[config.mk]
export PLATFORM = sky130hd
export DESIGN_NAME = lru_activity_list
export DESIGN_NICKNAME = d
export VERILOG_FILES = /design/src/rtl/lru_pkg.sv /design/src/rtl/lru_rank_cell.sv /design/src/rtl/lru_min_select.sv /design/src/rtl/lru_list.sv /design/src/rtl/lru_activity_list.sv
export SDC_FILE = /design/constraint.sdc
export NUM_CORES = 1
export LEC_CHECK = 0
export ABC_AREA = 1
export BUFFER_PORTS_ARGS = -buffer_cell sky130_fd_sc_hd__buf_2
export CAP_MARGIN = 20
export CORE_MARGIN = 10
export CORE_UTILIZATION = 50
export DETAILED_ROUTE_END_ITERATION = 16
export GPL_ROUTABILITY_DRIVEN = 0
export PLACE_DENSITY_LB_ADDON = 0.1
export SYNTH_ARGS = -nofsm -noshare
export SYNTH_HDL_FRONTEND = slang
export SYNTH_HIERARCHICAL = 1
export SYNTH_SLANG_ARGS = --single-unit
[constraint.sdc]
create_clock -name clk -period 16.65 [get_ports clk]
set_input_delay 3.33 -clock clk [delete_from_list [all_inputs] [get_ports clk]]
set_output_delay 3.33 -clock clk [all_outputs]
set_load 0.01 [all_outputs]
[src/rtl/lru_pkg.sv]
package lru_pkg;

    localparam int DEF_ENTRIES = 16;
    localparam int DEF_SETS    = 2;

    // What a single rank counter does on a given cycle
    typedef enum logic [1:0] {
        ACT_HOLD = 2'd0,
        ACT_TOP  = 2'd1,
        ACT_DOWN = 2'd2
    } rank_act_e;

    // Decide a counter's action from the reference and the rank comparison
    function automatic rank_act_e rank_action(input logic ref_v,
                                              input logic is_hit,
                                              input logic above_sel);
        if (!ref_v)         return ACT_HOLD;
        else if (is_hit)    return ACT_TOP;
        else if (above_sel) return ACT_DOWN;
        else                return ACT_HOLD;
    endfunction

endpackage

[src/rtl/lru_rank_cell.sv]
module lru_rank_cell
    import lru_pkg::*;
#(
    parameter int W        = 4,
    parameter int INIT     = 0
) (
    input  logic         clk,
    input  logic         rst,
    input  logic         ref_valid,
    input  logic         hit,
    input  logic [W-1:0] sel_rank,
    output logic [W-1:0] rank_q
);
    localparam logic [W-1:0] TOP  = {W{1'b1}};
    localparam logic [W-1:0] INIT_V = W'(INIT);

    rank_act_e act;

    always_comb begin
        act = rank_action(ref_valid, hit, rank_q > sel_rank);
    end

    always_ff @(posedge clk) begin
        if (rst) begin
            rank_q <= INIT_V;
        end else begin
            unique case (act)
                ACT_TOP:  rank_q <= TOP;
                ACT_DOWN: rank_q <= rank_q - 1'b1;
                default:  rank_q <= rank_q;
            endcase
        end
    end


    step_down_chk: assert property (@(posedge clk) disable iff (rst)
        (ref_valid && !hit && rank_q > sel_rank) |=> (rank_q == $past(rank_q) - 1'b1));


    below_hold_chk: assert property (@(posedge clk) disable iff (rst)
        (ref_valid && !hit && rank_q < sel_rank) |=> $stable(rank_q));

endmodule

[src/rtl/lru_min_select.sv]
module lru_min_select #(
    parameter int N = 16,
    parameter int W = 4
) (
    input  logic [N-1:0][W-1:0] ranks,
    output logic [W-1:0]        min_idx
);
    logic [W-1:0] best_rank;

    always_comb begin
        best_rank = ranks[0];
        min_idx   = '0;
        for (int i = 1; i < N; i++) begin
            if (ranks[i] < best_rank) begin
                best_rank = ranks[i];
                min_idx   = W'(i);
            end
        end
    end

endmodule

[src/rtl/lru_list.sv]
module lru_list #(
    parameter int N = 16,
    parameter int W = 4
) (
    input  logic         clk,
    input  logic         rst,
    input  logic         ref_valid,
    input  logic [W-1:0] ref_idx,
    output logic [W-1:0] victim
);
    localparam logic [W-1:0] TOP = {W{1'b1}};

    logic [N-1:0][W-1:0] ranks;
    logic [W-1:0]        sel_rank;

    assign sel_rank = ranks[ref_idx];

    for (genvar i = 0; i < N; i++) begin : g_cell
        lru_rank_cell #(.W(W), .INIT(i)) cell_i (
            .clk       (clk),
            .rst       (rst),
            .ref_valid (ref_valid),
            .hit       (ref_idx == W'(i)),
            .sel_rank  (sel_rank),
            .rank_q    (ranks[i])
        );
    end

    lru_min_select #(.N(N), .W(W)) min_i (
        .ranks   (ranks),
        .min_idx (victim)
    );

    // Occupancy map of rank values, used only by the checks below
    logic [N-1:0] seen;
    always_comb begin
        seen = '0;
        for (int i = 0; i < N; i++) seen[ranks[i]] = 1'b1;
    end


    perm_chk: assert property (@(posedge clk) disable iff (rst) (&seen));


    victim_low_chk: assert property (@(posedge clk) disable iff (rst)
        (ranks[victim] == '0));


    hit_top_chk: assert property (@(posedge clk) disable iff (rst)
        ref_valid |=> (ranks[$past(ref_idx)] == TOP));


    top_ref_freeze_chk: assert property (@(posedge clk) disable iff (rst)
        (ref_valid && sel_rank == TOP) |=> $stable(ranks));

endmodule

[src/rtl/lru_activity_list.sv]
module lru_activity_list
    import lru_pkg::*;
#(
    parameter int N_ENTRIES = DEF_ENTRIES,
    parameter int N_SETS    = DEF_SETS,
    localparam int IDX_W    = $clog2(N_ENTRIES),
    localparam int SET_W    = (N_SETS > 1) ? $clog2(N_SETS) : 1
) (
    input  logic             clk,
    input  logic             rst,
    input  logic             ref_valid,
    input  logic [SET_W-1:0] ref_set,
    input  logic [IDX_W-1:0] ref_idx,
    input  logic [SET_W-1:0] query_set,
    output logic [IDX_W-1:0] victim_idx
);
    logic [N_SETS-1:0][IDX_W-1:0] victims;

    for (genvar s = 0; s < N_SETS; s++) begin : g_set
        lru_list #(.N(N_ENTRIES), .W(IDX_W)) list_i (
            .clk       (clk),
            .rst       (rst),
            .ref_valid (ref_valid && (ref_set == SET_W'(s))),
            .ref_idx   (ref_idx),
            .victim    (victims[s])
        );
    end

    assign victim_idx = victims[query_set];

endmodule

# Yosys cells after proc, flatten, opt, wreduce, memory -nomap -nowiden
# Cells that the tools add are included.
# Widths: inputs -> output; s select.
[word_totals]
out_inout_bits = 4
regBits = 128
word_cells = 435
input_bits = 9
[op_classes]
bitwise = 1
n_eq_ne = 79
n_reduce_logical = 35
n_mux = 192
addsub = 32
n_lt_le_gt_ge = 64
[op_table]
columns = ["operator", "n"]
rows = [
  ["$pmux 4 s2", 32],
  ["$mux 4", 60],
  ["$mux 2", 96],
  ["$gt 4x4->1", 32],
  ["$sub 4x1->4 const B", 32],
  ["$lt 4x4->1", 30],
  ["$eq 2x1->1 const B", 32],
  ["$eq 2x2->1 const B", 32],
  ["$reduce_bool 2->1", 32],
  ["$bmux 4 s4", 2],
  ["$eq 4x4->1 const B", 8],
  ["$eq 4x3->1 const B", 4],
  ["$eq 4x2->1 const B", 2],
  ["$lt 4x5->1 const B", 1],
  ["$eq 4x1->1 const B", 1],
  ["$logic_not 4->1", 1],
  ["$logic_and 1x1->1", 2],
  ["$lt 1x2->1 const B", 1],
  ["$mux 1", 2],
  ["$not 1->1", 1],
]

# Longest topological paths before layout
[depth]
word_depth = 32
ltp_mapped = 131
depth_no_buf = 131

# Cells and area by module
# The synthesis kept the hierarchy.
[by_module_without_submodules]
columns = ["mod", "cells_each", "instances", "seq_area_each_um2", "area_per_inst_um2"]
rows = [
  ["lru_min_select", 438, 2, 0.0, 2314.7],
  ["lru_list", 221, 2, 0.0, 958.4],
  ["lru_rank_cell (g_set[0].list_i.g_cell[4].cell_i ...)", 48, 4, 80.1, 321.6],
  ["lru_rank_cell (g_set[0].list_i.g_cell[2].cell_i ...)", 50, 2, 80.1, 345.3],
  ["lru_rank_cell (g_set[0].list_i.g_cell[10].cell_i ...)", 50, 2, 80.1, 336.6],
  ["lru_rank_cell (g_set[0].list_i.g_cell[9].cell_i ...)", 50, 2, 80.1, 331.6],
  ["lru_rank_cell (g_set[0].list_i.g_cell[8].cell_i ...)", 51, 2, 80.1, 330.3],
  ["lru_rank_cell (g_set[0].list_i.g_cell[0].cell_i ...)", 50, 2, 80.1, 327.8],
  ["lru_rank_cell (g_set[0].list_i.g_cell[5].cell_i ...)", 48, 2, 80.1, 326.6],
  ["lru_rank_cell (g_set[0].list_i.g_cell[11].cell_i ...)", 49, 2, 80.1, 325.3],
  ["lru_rank_cell (g_set[0].list_i.g_cell[1].cell_i ...)", 48, 2, 80.1, 324.1],
  ["lru_rank_cell (g_set[0].list_i.g_cell[3].cell_i ...)", 48, 2, 80.1, 322.8],
  ["lru_rank_cell (g_set[0].list_i.g_cell[7].cell_i ...)", 47, 2, 80.1, 322.8],
  ["lru_rank_cell (g_set[0].list_i.g_cell[12].cell_i ...)", 49, 2, 80.1, 321.6],
  ["4 more rows", "--", "--", "--", "--"],
]

# Least setup slack after synthesis
# OpenSTA, ideal clock, no wires.
[synth_timing]
path_type = "register to output"
startpoint = "register g_set[1].list_i.g_cell[0].cell_i.rank_q[3]"
endpoint = "output port victim_idx[3]"
required_time_ns = 13.320
slack_ns = 1.212
path_buffers = 0
stages_incl_launch_ff = 117
arrival_ns = 12.108
path_cell_list = "dfxtp_1 > inv_1 > ha_1 > a21oi_2 > nand2_2 > o21ai_0 > ha_1 > inv_1 > nor2_1 > nand2_1 > inv_1 > nand2_2 > nand2_2 > o21ai_0 > ha_1 > inv_1 > nor2_1 > nand2_1 > (+81 left out) > nand2_1 > nand2_2 > o21ai_0 > ha_1 > nand2_1 > nand2_1 > nand2_2 > nand2_4 > nand2_1 > o21ai_1 > ha_1 > nand2_1 > nand2_1 > nand2_1 > nand2_2 > nand2_1 > nand2_1 > nand2_1"
[synth_rtl]
columns = ["element", "line_no", "text"]
rows = [
  ["from (decl)", "lru_rank_cell.sv:12", "output logic [W-1:0] rank_q"],
  ["from (signal assigned)", "lru_rank_cell.sv:29", "ACT_DOWN: rank_q <= rank_q - 1'b1;"],
  ["from (signal assigned)", "lru_rank_cell.sv:30", "default: rank_q <= rank_q;"],
  ["to (decl)", "lru_activity_list.sv:15", "output logic [IDX_W-1:0] victim_idx"],
]

==> impl_metrics.ini <==
[status]
status = finished, final reports clean

[global_route]
grt_antenna_before_repair = 2
grt_max_degree = 71
grt_ovf = 0
globalRouteTotalUtil_pct = 21.5
number_of_global_route_vias_before_repair = 15972
grt_pass1_wl_mm = 75.6

[clock_tree]
clk_pin_slew_ns = 0.07
cts_max_path_buffers = 2
h-tree-depth = 4
cts_tree = yes
clock_latency_ns = 0.45
root_buffer_selected_by_cts = clkbuf_16
numClockSinks = 128
cts_made_buffers = 17

[route]
remaining_drc_errors = 0
wl_per_cell_um = 13.3
totalWireLength_mm = 46.4
detailedRoute.firstIterationViolations = 987
first_pass_iters = 6
postRouteAntennaNets = 0
vias_per_cell = 5.03
via_count = 17569

[timing]
fin_crit_sh_pct = 96.6
fin_setup_tns_ns = 0
worstMarginPinSlew_ns = 1.04
max-slew-margin-rel_pct = 30.6
tmin_final_ns = 16.08
setup_viol = 0
final.setup.worst_slack_ns = 0.574
report.final.hold_viol_count = 0
final.setup_skew_ns = 0.0123
report.final.slew_viol_count = 0
maxClockFrequency_mhz = 62.2
unrepaired_setup_endpoints_after_global_routing = true

[logic_synthesis]
synthArstFlopShare_pct = 0
synth.yosys.seq_area_share_pct = 15.0
synth_seq_cells = 128
yosysUniqueCellTypes = 31
yosysWarningCount = 6
synth-main-ff-cell = dfxtp_1
synthesis.area_um2 = 17000
count_of_flip_flops_with_a_built_in_enable_after_synthesis = 0
syn_nets = 3184
synthesis.instances = 2889
syn-mean-instance-area_um2 = 5.90

[cells_and_area]
multi_input_comb_area_um2 = 12600
layout.cells.non_filler = 3491
finalCoreUtilization_pct = 58.9
biggestRegsByFlops = g_set.list_i/g_cell.cell_i/rank_q (128)
layout.cells.most_common_list = nand2_1 (921), inv_1 (559), ha_1 (276), nand3_1 (218), nor2_1 (185)
max_flop_register = g_set.list_i/g_cell.cell_i/rank_q
drive_above_1_share_pct = 15.8
final.fill_count = 3251
reg_area_um2 = 2570
syn_to_final_growth_pct = 15.9
largest_reg_flops = 128
final_nets = 3325
layout_commonest_cell = nand2_1

[worst_setup_path]
path_max_fanout = 7
path_class = reg2out
critical-path-slowest-cell = dfxtp_1
endpoint_kind = output port
critPathLaunchType = register
worst-r2r-setup-slack_ns = 13.13
critical_path.max_stage_delay_ns = 0.38
crit_arrival_ns = 12.75
critical_path_required_ns = 13.32
crit_top_cell = nand2_4

[die]
ioPinCount = 13
core_area_um2 = 33500
start_util_pct = 50.8
dieArea_um2 = 41800
row_count = 67
die-height_um = 205
die_w_um = 205

[worst_hold_path]
hold_class = reg2reg

[place]
dp_slack_ns = -0.806
placedCellCount = 3364
dp.final_hpwl_mm = 33.4
port_buffers = 12

[run]
drv.max_cap_violation_count = 0
-- cells in the mapped netlist (6+ instances only) --
cell type  count  area, um2
a21oi_1      138        691
a21oi_2       18        158
buf_4          8       60.1
buf_6          6       67.6
clkinv_1       6       22.5
dfxtp_1      128       2560
ha_1         286       3580
inv_1        574       2150
inv_2         29        109
nand2_1      957       3590
nand2_2       90        563
nand2_4       20        225
nand3_1      218       1090
nand3b_1      28        210
nand4_1       20        125
nor2_1       193        724
nor2_2        20        125
o211ai_1      20        150
o21ai_0       60        300
o21ai_1       12       60.1
o21bai_1      16        120
or2_0         14       87.6
-- worst paths after layout --
kind,start,depth (start not counted),endpoint
setup / recovery,g_set[0].list_i/g_cell[1].cell_i/rank_q[3]$_SDFFE_PP0P_,126,victim_idx[1]
hold / removal,g_set[1].list_i/g_cell[14].cell_i/rank_q[0]$_SDFFE_PP0P_,2,g_set[1].list_i/g_cell[14].cell_i/rank_q[0]$_SDFFE_PP0P_
setup reg to reg,g_set[0].list_i/g_cell[3].cell_i/rank_q[2]$_SDFFE_PP0P_,20,g_set[0].list_i/g_cell[1].cell_i/rank_q[3]$_SDFFE_PP0P_
hold reg to reg,g_set[1].list_i/g_cell[14].cell_i/rank_q[0]$_SDFFE_PP0P_,2,g_set[1].list_i/g_cell[14].cell_i/rank_q[0]$_SDFFE_PP0P_
-- kinds of logic (layout without fill, tap and decap cells) --
logic type | count (synthesis) | count (layout) | share of synthesized area, %
AND/OR/NAND/NOR | 1574 | 1574 | 40.2
AO/OA/AOI/OAI | 270 | 270 | 8.92
buffers and inverters | 631 | 784 | 14.8
flip-flops | 128 | 128 | 15.0
other | 0 | 1 | 0
adder cells (fa/ha/maj) | 286 | 286 | 21.0
-- cell type report --
cell class | count | area share, %
Clock inverter | 14 | 1.08
Sequential cell | 128 | 13.0
Tap cell | 448 | 2.84
Multi-Input combinational cell | 2130 | 63.8
Antenna cell | 1 | 0.0127
Clock buffer | 17 | 2.16
Inverter | 611 | 11.7
Timing Repair Buffer | 142 | 5.36
-- worst max-delay path: cells and delay by family (launching register included) --
family	cells	cell delay, ns
DFF	1	0.38
buffers and inverters	25	1.31
adders and majority gates	15	4.15
and+or+nand+nor	71	5.26
AOI/OAI and AO/OA	15	1.22
-- stage by stage --
step | hold WS (ns) | cell area, um2
2_1_floorplan | 0.477 | 17000
3_3_place_gp | 0.518 | 17700
3_5_place_dp | 0.527 | 17700
4_1_cts | 0.537 | 18400
5_1_grt | 0.558 | 19700
6_report | 0.537 | 19700
-- repair_timing --
| item | in CTS | in global routing |
|---|---|---|
| hold buffers | 0 | 0 |
| hold endpoints to repair | 0 | 0 |
| pin swaps | 1 | 135 |
| gates resized for setup | 44 | 150 |
| endpoints found under the setup margin | 4 | 4 |
| buffers inserted | 1 | 93 |
-- per-layer routing --
metal	part of all wire (%)	wire length (um)	global-route usage, %	vias to the layer above
met5	0.015	7	0	-
met4	1.4	672	4.58	2
met3	4.4	2070	3.30	49
met2	47	21800	36.6	331
met1	47	21900	28.1	7941
li1	-	-	-	9246
Power is not shown: default switching activity piles up to over one toggle a cycle in this logic, so the estimate is an artifact.
